### src/rtl/hlc_pkg.sv
// Package: shared register layout and working-configuration type for the
// horizontal line clip unit. Field widths follow the 16-bit register halves.
package hlc_pkg;
    localparam int FW = 16;                       // width of one register field
    localparam logic [1:0] A_CTL  = 2'd0;         // bypass / reload hold
    localparam logic [1:0] A_SIZE = 2'd1;         // width-1 | height-1
    localparam logic [1:0] A_TRIM = 2'd2;         // left | right value
    localparam int B_BYPASS = 0;
    localparam int B_HOLD   = 1;

    typedef struct packed {
        logic          bypass;
        logic [FW-1:0] wm1;     // line width minus one
        logic [FW-1:0] hm1;     // frame height minus one
        logic [FW-1:0] left;    // columns trimmed on the left
        logic [FW-1:0] right;   // right value: remaining columns minus one
    } hlc_cfg_t;
endpackage

### src/rtl/hlc_cfg_bank.sv
// Module: shadow and working register bank.
// Writes land in the shadow set. The working set is refreshed from the
// shadow when frame_end pulses, unless the hold bit is set. The hold bit
// itself acts immediately. Assumes frame_end is a one-cycle pulse per
// accepted end-of-frame pixel.
module hlc_cfg_bank
    import hlc_pkg::*;
(
    input  logic        clk,
    input  logic        rst_n,
    input  logic        we,
    input  logic [1:0]  addr,
    input  logic [31:0] wdata,
    input  logic        frame_end,
    output hlc_cfg_t    live,
    output logic        hold
);
    hlc_cfg_t shadow;
    logic     ctl_unused;

    assign ctl_unused = ^wdata[31:2];

    // Capture software writes into the shadow set.
    always_ff @(posedge clk) begin
        if (!rst_n) begin
            shadow <= '{bypass: 1'b1, default: '0};
        end else if (we) begin
            case (addr)
                A_CTL:   shadow.bypass <= wdata[B_BYPASS];
                A_SIZE:  begin
                    shadow.wm1 <= wdata[31:16];
                    shadow.hm1 <= wdata[15:0];
                end
                A_TRIM:  begin
                    shadow.left  <= wdata[31:16];
                    shadow.right <= wdata[15:0];
                end
                default: ;
            endcase
        end
    end

    // Reload-hold bit, effective without waiting for frame end.
    always_ff @(posedge clk) begin
        if (!rst_n)
            hold <= 1'b0;
        else if (we && addr == A_CTL)
            hold <= wdata[B_HOLD];
    end

    // Copy shadow into the working set at frame end unless held.
    always_ff @(posedge clk) begin
        if (!rst_n)
            live <= '{bypass: 1'b1, default: '0};
        else if (frame_end && !hold)
            live <= shadow;
    end
endmodule

### src/rtl/hlc_window.sv
// Module: column/row tracker and window decision.
// Tracks the column of the presented pixel (forced to 0 by sol) and the
// line index within the frame. It flags whether that column lies inside
// [left, wm1-right-1] and whether it is the first or last kept column.
// Assumes fire marks an accepted pixel.
module hlc_window #(
    parameter int FW = 16
) (
    input  logic          clk,
    input  logic          rst_n,
    input  logic [FW-1:0] wm1,
    input  logic [FW-1:0] left,
    input  logic [FW-1:0] right,
    input  logic          px_sol,
    input  logic          px_eof,
    input  logic          fire,
    output logic          keep,
    output logic          first,
    output logic          last,
    output logic          line_end,
    output logic [FW-1:0] row
);
    localparam int SW = FW + 2;

    logic [FW-1:0]        col_q, cur_col;
    logic [FW-1:0]        row_q;
    logic signed [SW-1:0] col_s, left_s, last_s;

    assign cur_col  = px_sol ? '0 : col_q;
    assign col_s    = $signed({2'b00, cur_col});
    assign left_s   = $signed({2'b00, left});
    assign last_s   = $signed({2'b00, wm1}) - $signed({2'b00, right}) - SW'(1);
    assign keep     = (col_s >= left_s) && (col_s <= last_s);
    assign first    = (col_s == left_s);
    assign last     = (col_s == last_s);
    assign line_end = (cur_col == wm1);
    assign row      = row_q;

    // Advance column and row on each accepted pixel.
    always_ff @(posedge clk) begin
        if (!rst_n) begin
            col_q <= '0;
            row_q <= '0;
        end else if (fire) begin
            if (px_eof) begin
                col_q <= '0;
                row_q <= '0;
            end else if (line_end) begin
                col_q <= '0;
                row_q <= row_q + FW'(1);
            end else begin
                col_q <= cur_col + FW'(1);
            end
        end
    end
endmodule

### src/rtl/hline_clip.sv
// Module: horizontal line clip unit (top).
// Forwards the kept window of each line with no added latency. Trimmed
// pixels are consumed without waiting for the output. Bypass forwards
// everything with the input markers. Assumes the input sends lines of the
// programmed width, each starting with sol.
module hline_clip #(
    parameter int DW = 24
) (
    input  logic          clk,
    input  logic          rst_n,
    input  logic          cfg_we,
    input  logic [1:0]    cfg_addr,
    input  logic [31:0]   cfg_wdata,
    input  logic          in_valid,
    output logic          in_ready,
    input  logic [DW-1:0] in_data,
    input  logic          in_sol,
    input  logic          in_eof,
    output logic          out_valid,
    input  logic          out_ready,
    output logic [DW-1:0] out_data,
    output logic          out_sol,
    output logic          out_eol,
    output logic          out_eof
);
    import hlc_pkg::*;

    hlc_cfg_t      cfg_live;
    logic          cfg_hold;
    logic          fire, keep, win_keep, win_first, win_last, line_end;
    logic [FW-1:0] row;

    hlc_cfg_bank u_bank (
        .clk       (clk),
        .rst_n     (rst_n),
        .we        (cfg_we),
        .addr      (cfg_addr),
        .wdata     (cfg_wdata),
        .frame_end (fire && in_eof),
        .live      (cfg_live),
        .hold      (cfg_hold)
    );

    hlc_window #(.FW(FW)) u_win (
        .clk      (clk),
        .rst_n    (rst_n),
        .wm1      (cfg_live.wm1),
        .left     (cfg_live.left),
        .right    (cfg_live.right),
        .px_sol   (in_sol),
        .px_eof   (in_eof),
        .fire     (fire),
        .keep     (win_keep),
        .first    (win_first),
        .last     (win_last),
        .line_end (line_end),
        .row      (row)
    );

    // Handshake: trimmed pixels never wait on the output.
    always_comb begin
        keep      = cfg_live.bypass || win_keep;
        in_ready  = !keep || out_ready;
        out_valid = in_valid && keep;
        fire      = in_valid && in_ready;
        out_data  = in_data;
    end

    // Output markers: copied in bypass, regenerated from the window otherwise.
    always_comb begin
        if (cfg_live.bypass) begin
            out_sol = in_sol;
            out_eol = line_end;
            out_eof = in_eof;
        end else begin
            out_sol = win_keep && win_first;
            out_eol = win_keep && win_last;
            out_eof = win_keep && win_last && (row == cfg_live.hm1);
        end
    end
endmodule

### config.mk
export PLATFORM = sky130hd
export DESIGN_NAME = hline_clip
export DESIGN_NICKNAME = d
export VERILOG_FILES = /design/src/rtl/hlc_pkg.sv /design/src/rtl/hlc_cfg_bank.sv /design/src/rtl/hlc_window.sv /design/src/rtl/hline_clip.sv
export SDC_FILE = /design/constraint.sdc
export NUM_CORES = 1
export LEC_CHECK = 0
export ABC_AREA = 1
export BUFFER_PORTS_ARGS = -buffer_cell sky130_fd_sc_hd__buf_2
export CAP_MARGIN = 25
export CORE_AREA = 2 2 133 135
export DETAILED_ROUTE_END_ITERATION = 6
export DIE_AREA = 0 0 135 137
export PLACE_DENSITY_LB_ADDON = 0.1
export SETUP_SLACK_MARGIN = 0.5
export SYNTH_ARGS = -nofsm -noshare
export SYNTH_HDL_FRONTEND = slang
export SYNTH_HIERARCHICAL = 1
export SYNTH_SLANG_ARGS = --single-unit
### constraint.sdc
create_clock -name clk -period 5 [get_ports clk]
set_input_delay 1 -clock clk [delete_from_list [all_inputs] [get_ports clk]]
set_output_delay 1 -clock clk [all_outputs]
set_load 0.02 [all_outputs]
---- Yosys cells after proc, flatten, opt, wreduce, memory -nomap -nowiden ----
Cells that the tools add are included.
word-level totals
  RAM bits ................................ 0
  flip-flop bits (word level) ............. 163
  bits in read-only memories .............. 0
  memories kept ........................... 0
  latch bits .............................. 0
operators by class
  muxes and demuxes ....................... 8
  shifts and indexed selects .............. 0
  div/mod/pow operators ................... 0
  $lt $le $gt $ge ......................... 2
  bitwise operators ....................... 0
  equal/unequal tests ..................... 6
  reduce and logical (&&, ||, !) cells .... 19
  add/subtract/negate cells ............... 4
  $mul .................................... 0
operator list
  operator                                                               number
  16-bit 2-to-1 mux                                                      5
  16-bit == test                                                         3
  16-bit by 1-bit adder with 16-bit output (second input constant)       2
  17-bit by 18-bit == test with 1-bit output                             1
  17-bit by 18-bit <= comparator with 1-bit output                       1
  18-bit by 2-bit subtractor with 18-bit output (second input constant)  1
  16-bit by 16-bit subtractor with 17-bit output                         1
  16-bit >= comparator                                                   1
  1-bit logical AND                                                      9
  2-bit AND reduction                                                    4
  1-bit 2-to-1 mux                                                       3
  2-bit by 1-bit == test with 1-bit output (second input constant)       1
  2-bit == test (second input constant)                                  1
  1-bit zero test                                                        2
  2-bit zero test                                                        1
  1-bit logical OR                                                       2
  2-bit nonzero test                                                     1

---- Depth between registers and ports, before layout ----
  depth in word-level cells ............... 10
  gate-level depth with buffers ........... 34

---- Modules after synthesis ----
Netlist, hierarchy kept.
by module, submodules not included
  module        area an instance (um2)  instances  cells each  sequential area each (um2)
  hlc_cfg_bank  4999.8                  1          704         2622.5
  hlc_window    4520.6                  1          731         640.6
  hline_clip    564.3                   1          117         0.0

---- Worst setup path before layout ----
No wires, ideal clock.
  path kind ............................... register -> output
  start point ............................. register u_bank/live[48] (netlist bit)
  end point ............................... output out_eol
  buffers on the path ..................... 0
  data arrival time ....................... 3.631 ns
  cell stages (with the launch flop) ...... 25
  path slack .............................. 0.369 ns
  cells stage by stage .................... dfxtp_1 > inv_1 > ha_1 > fa_1 > inv_1 > nand3_1 > nand2_1 > nand2_1 > nand2_2 > xnor2_1 > nand2_2 > nor2b_4 > nand2_1 > xor2_1 > inv_1 > ha_1 > a21oi_1 > nor2_1 > a211oi_1 > a21boi_0 > o21a_1 > nor2_1 > nor2_2 > nand2_1 > o21ai_0
on the way
  word-level cells in the longest chain between the ends .. 6
  elaborated cells on any way between the ends .. 8
ends and longest elaborated chain
  item                                              RTL line            text
  start: declaration                                hlc_cfg_bank.sv:15  output hlc_cfg_t live,
  start signal: assignment                          hlc_cfg_bank.sv:56  live <= shadow;
  16-bit by 16-bit subtractor with 17-bit output    hlc_window.sv:32    assign last_s = $signed({2'b00, wm1}) - $signed({2'b00, right}) - SW'(1);
  18-bit by 2-bit subtractor with 18-bit output     hlc_window.sv:32
  17-bit by 18-bit <= comparator with 1-bit output  hlc_window.sv:33    assign keep = (col_s >= left_s) && (col_s <= last_s);
  1-bit logical AND                                 hlc_window.sv:33
  net win_keep                                      hline_clip.sv:30    logic fire, keep, win_keep, win_first, win_last, line_end;
  1-bit logical AND                                 hline_clip.sv:77    out_eol = win_keep && win_last;
  1-bit 2-to-1 mux                                  hline_clip.sv:71    if (cfg_live.bypass) begin
  end: declaration                                  hline_clip.sv:23    output logic out_eol,
The timed path passes the listed nets, and every way through them passes these cells.

---- Final worst setup path ----
  start point ............................. register u_bank/live[48] (netlist bit)
  end point ............................... output out_eof
on the way
  word-level cells in the longest chain between the ends .. 7
  elaborated cells on any way between the ends .. 8
ends and longest elaborated chain
  item                                              RTL line          text
  16-bit by 16-bit subtractor with 17-bit output    hlc_window.sv:32
  18-bit by 2-bit subtractor with 18-bit output     hlc_window.sv:32
  17-bit by 18-bit <= comparator with 1-bit output  hlc_window.sv:33
  1-bit logical AND                                 hlc_window.sv:33
  net win_keep                                      hline_clip.sv:30
  1-bit logical AND (2 in series)                   hline_clip.sv:78  out_eof = win_keep && win_last && (row == cfg_live.hm1);
  1-bit 2-to-1 mux                                  hline_clip.sv:71
  end: declaration                                  hline_clip.sv:24  output logic out_eof
The timed path passes the listed nets, and every way through them passes these cells.

==> flow_summary.yaml <==
yosys:
  yosys_register_bits: 163
  synth_top_family_by_area: "simple AND/OR/NAND/NOR gates"
  yosys.area_share.adder: 0.0653
  synth_xor_area_frac: 0.0417
  synth-edff-count: 0
  synth_cells: 1552
  synth_compound_area_frac: 0.0682
  synth_area_per_cell_sq_um: 6.50
  synth_mux_area_frac: 0
  synth_top_cell_by_area: "dfxtp_1"
  syn_nets: 1669
  synth_most_common_cell: "nand2_1"
  yosys.cell_types.count: 46
  synth_flop_cell: "dfxtp_1"
  synth_commonest_cells: "365 x nand2_1, 323 x nor2_1, 210 x inv_1, 163 x dfxtp_1, 69 x nand3_1"
  synthTopCellsByArea: "dfxtp_1 32%, nand2_1 14%, nor2_1 12%"
  post_synth_and_or_nand_nor_area_fraction: 0.366
  async_reset_ff_frac: 0
  yosys_warnings: 6
  synth_area_sq_um: 10100
  seq_area_frac_synth: 0.324
  yosysTopAreaCellShare: 0.324
outcome:
  violations: "negative setup slack"
  status: "finished with violations"
placed_design:
  post-place-ws_ns: -0.00569
  numPortBuffers: 45
  place_inst: 1772
  place.gp.congestion: 0.952
  hpwl_um: 18800
global_route:
  grt_pass1_wl_um: 44300
  antenna_found_initial: 1
  gr-total-overflow: 0
  grt_pass1_vias: 8830
  grt_max_degree: 89
  grt_usage: 0.307
clocking:
  htree_levels: 4
  cts_tree: "done"
  ctsHoldBuffers: 0
  root_buffer: "clkbuf_16"
  numCtsBuffers: 17
  clk_latency_ns: 0.43
  clkSinkCount: 163
  clockBufferDepth: 2
  clk_pin_slew_ns: 0.07
die:
  core_sq_um: 17100
  design.die.area_sq_um: 18500
  fp-row-count: 48
  io_pins: 94
  start_util: 0.591
  die_h_um: 137
  die_x_um: 135
cells_and_area:
  area_growth_pct: 29.1
  antenna-diode-count: 0
  instances_no_fill: 1858
  drive_above_1_share: 0.261
  n_fill_cell: 1231
  ff_latch_area_sq_um: 3280
  multi_input_comb_area_sq_um: 6610
  final_nets: 1737
setup_path:
  worst-setup-path-type: "flop to output pin"
  crit_fanout: 3
  rr_startpoint: "u_bank/live[48]"
  crit_slowest_cell: "fa_2"
  endpoint_kind: "output pin"
  critPathLaunchType: "flop"
  cp.arrival_ns: 4.33
  reg2reg_depth: 35
  critPathMaxStageDelay_ns: 0.56
  r2r_slack_ns: 0.23
  required_ns: 4.00
  reg2reg_to: "u_bank/live[28]"
sta:
  skew_ns: 0.0142
  finalCritPeriodShare: 1.07
  period_needed_ns: 5.33
  maxSlewViolCount: 0
  finalSetupViolCount: 5
  rsz0062_at_grt: "yes"
  setup_slack_ns: -0.335
  hold_viol_final: 0
  slew_headroom: 0.288
  max_freq_mhz: 187
  setup_tns_ns: -1.22
  worst_pin_slew_ns: 1.07
route:
  drtIter0Drc: 803
  routedWlPerCell_um: 16.8
  dr_wl_met3_um: 2080
  via_per_inst: 5.37
  num_vias: 9969
  antenna_left: 0
  top_layer: "met5"
  wl_met2_um: 15000
  wirelength_um: 31100
  drt_pass1_iterations: 7
  drcViolationCount: 0
  drt-met1-wl_um: 13100
power:
  p_leak_nw: 6.14
  ir_drop_mv: 0.263
  p_per_area_nw_per_um2: 310
  finalPower_mw: 4.04
hold_path:
  worstHoldStart: "u_win/col_q[10]"
  min_to: "u_win/col_q[10]"
  hold_path_depth: 2
  hp-class: "flop to flop"
run:
  maxCapViolations: 0
## worst max path at each step
stage | from | end | cells past startpoint
finish | u_bank/live[48] | out_eof | 28
global route | u_bank/live[48] | out_eof | 28
CTS | u_bank/live[48] | out_eof | 27
detailed placement | u_bank/live[48] | out_eof | 28
global placement | u_bank/live[48] | out_eof | 28
floorplan | u_bank/live[48] | out_eof | 27
## what timing repair did
action | CTS | global route
buffers inserted | 18 | 16
gates cloned | 10 | 9
endpoints found under the setup margin | 76 | 102
pin swaps | 59 | 42
resized for setup | 192 | 199
## through the flow
step                 util  hold slack, ns  cell area [sq um]
finish              0.763           0.467              13000
global route        0.763           0.490              13000
CTS                 0.698           0.470              11900
detailed placement  0.604           0.459              10300
global placement    0.604           0.454              10300
floorplan               -           0.429              10100
## kinds of logic (layout without fill, tap and decap cells)
family,count (synthesis),in the layout
buf+inv,298,377
compound gates,133,133
fa+ha+maj,52,52
xor+xnor,48,48
flops,163,163
simple gates,858,860
## state kept, by name, summed over array words and instances, names as in the netlist
name / count
u_bank/live: 65
u_bank/shadow: 65
u_win/col_q: 16
u_win/row: 16
u_bank/hold: 1
## area by class of cell
class	instances	share of cell area
multi-input cells	1093	0.508
clock buffers	17	0.0327
repair buffers	122	0.102
flip-flops and latches	163	0.252
clock inverters	15	0.0164
inverters	222	0.0664
well taps	225	0.0216
repair inverters	1	0.00125
## cells in the final DEF, fill, tap and decap left out, types with 11 or more instances in the layout
cell	netlist	layout
nand2_2	19	40
nor2_1	323	246
xnor2_1	19	18
xor2_1	29	29
nand2_1	365	337
buf_4	33	44
o21ai_1	9	18
nand3_2	2	17
o21ai_0	61	16
a21oi_2	0	17
o21ai_2	0	27
nand3_1	69	54
dfxtp_1	163	152
nor2_4	3	65
inv_2	11	14
buf_2	21	39
nand2_4	9	14
dfxtp_2	0	11
inv_1	210	205
a21oi_1	54	36
ha_1	51	40
clkbuf_16	0	24
nor2_2	6	22
nand4_1	29	29
buf_16	0	11
## metal layers
layer / global-route usage / vias to the layer above
met2: 0.517 / 384
met1: 0.397 / 4609
li1: - / 4904
met4: 0.104 / 2
met5: 0 / -
met3: 0.0578 / 70
## worst max-delay path, delay by kind of cell, from the launching register on
family,cells,cell delay (ns)
buffers and inverters,3,0.20
adders and majority gates,4,1.12
DFF,1,0.34
xor gates and xnor gates,1,0.17
AOI/OAI and AO/OA,3,0.49
and+or+nand+nor,17,1.59
## report_power, final
| part | switching [mW] | internal [mW] |
|---|---|---|
| Combinational | 0.680 | 0.484 |
| Sequential | 0.0675 | 1.36 |
| Clock | 0.596 | 0.851 |
Note: power is estimated with default switching activity, not from simulation.
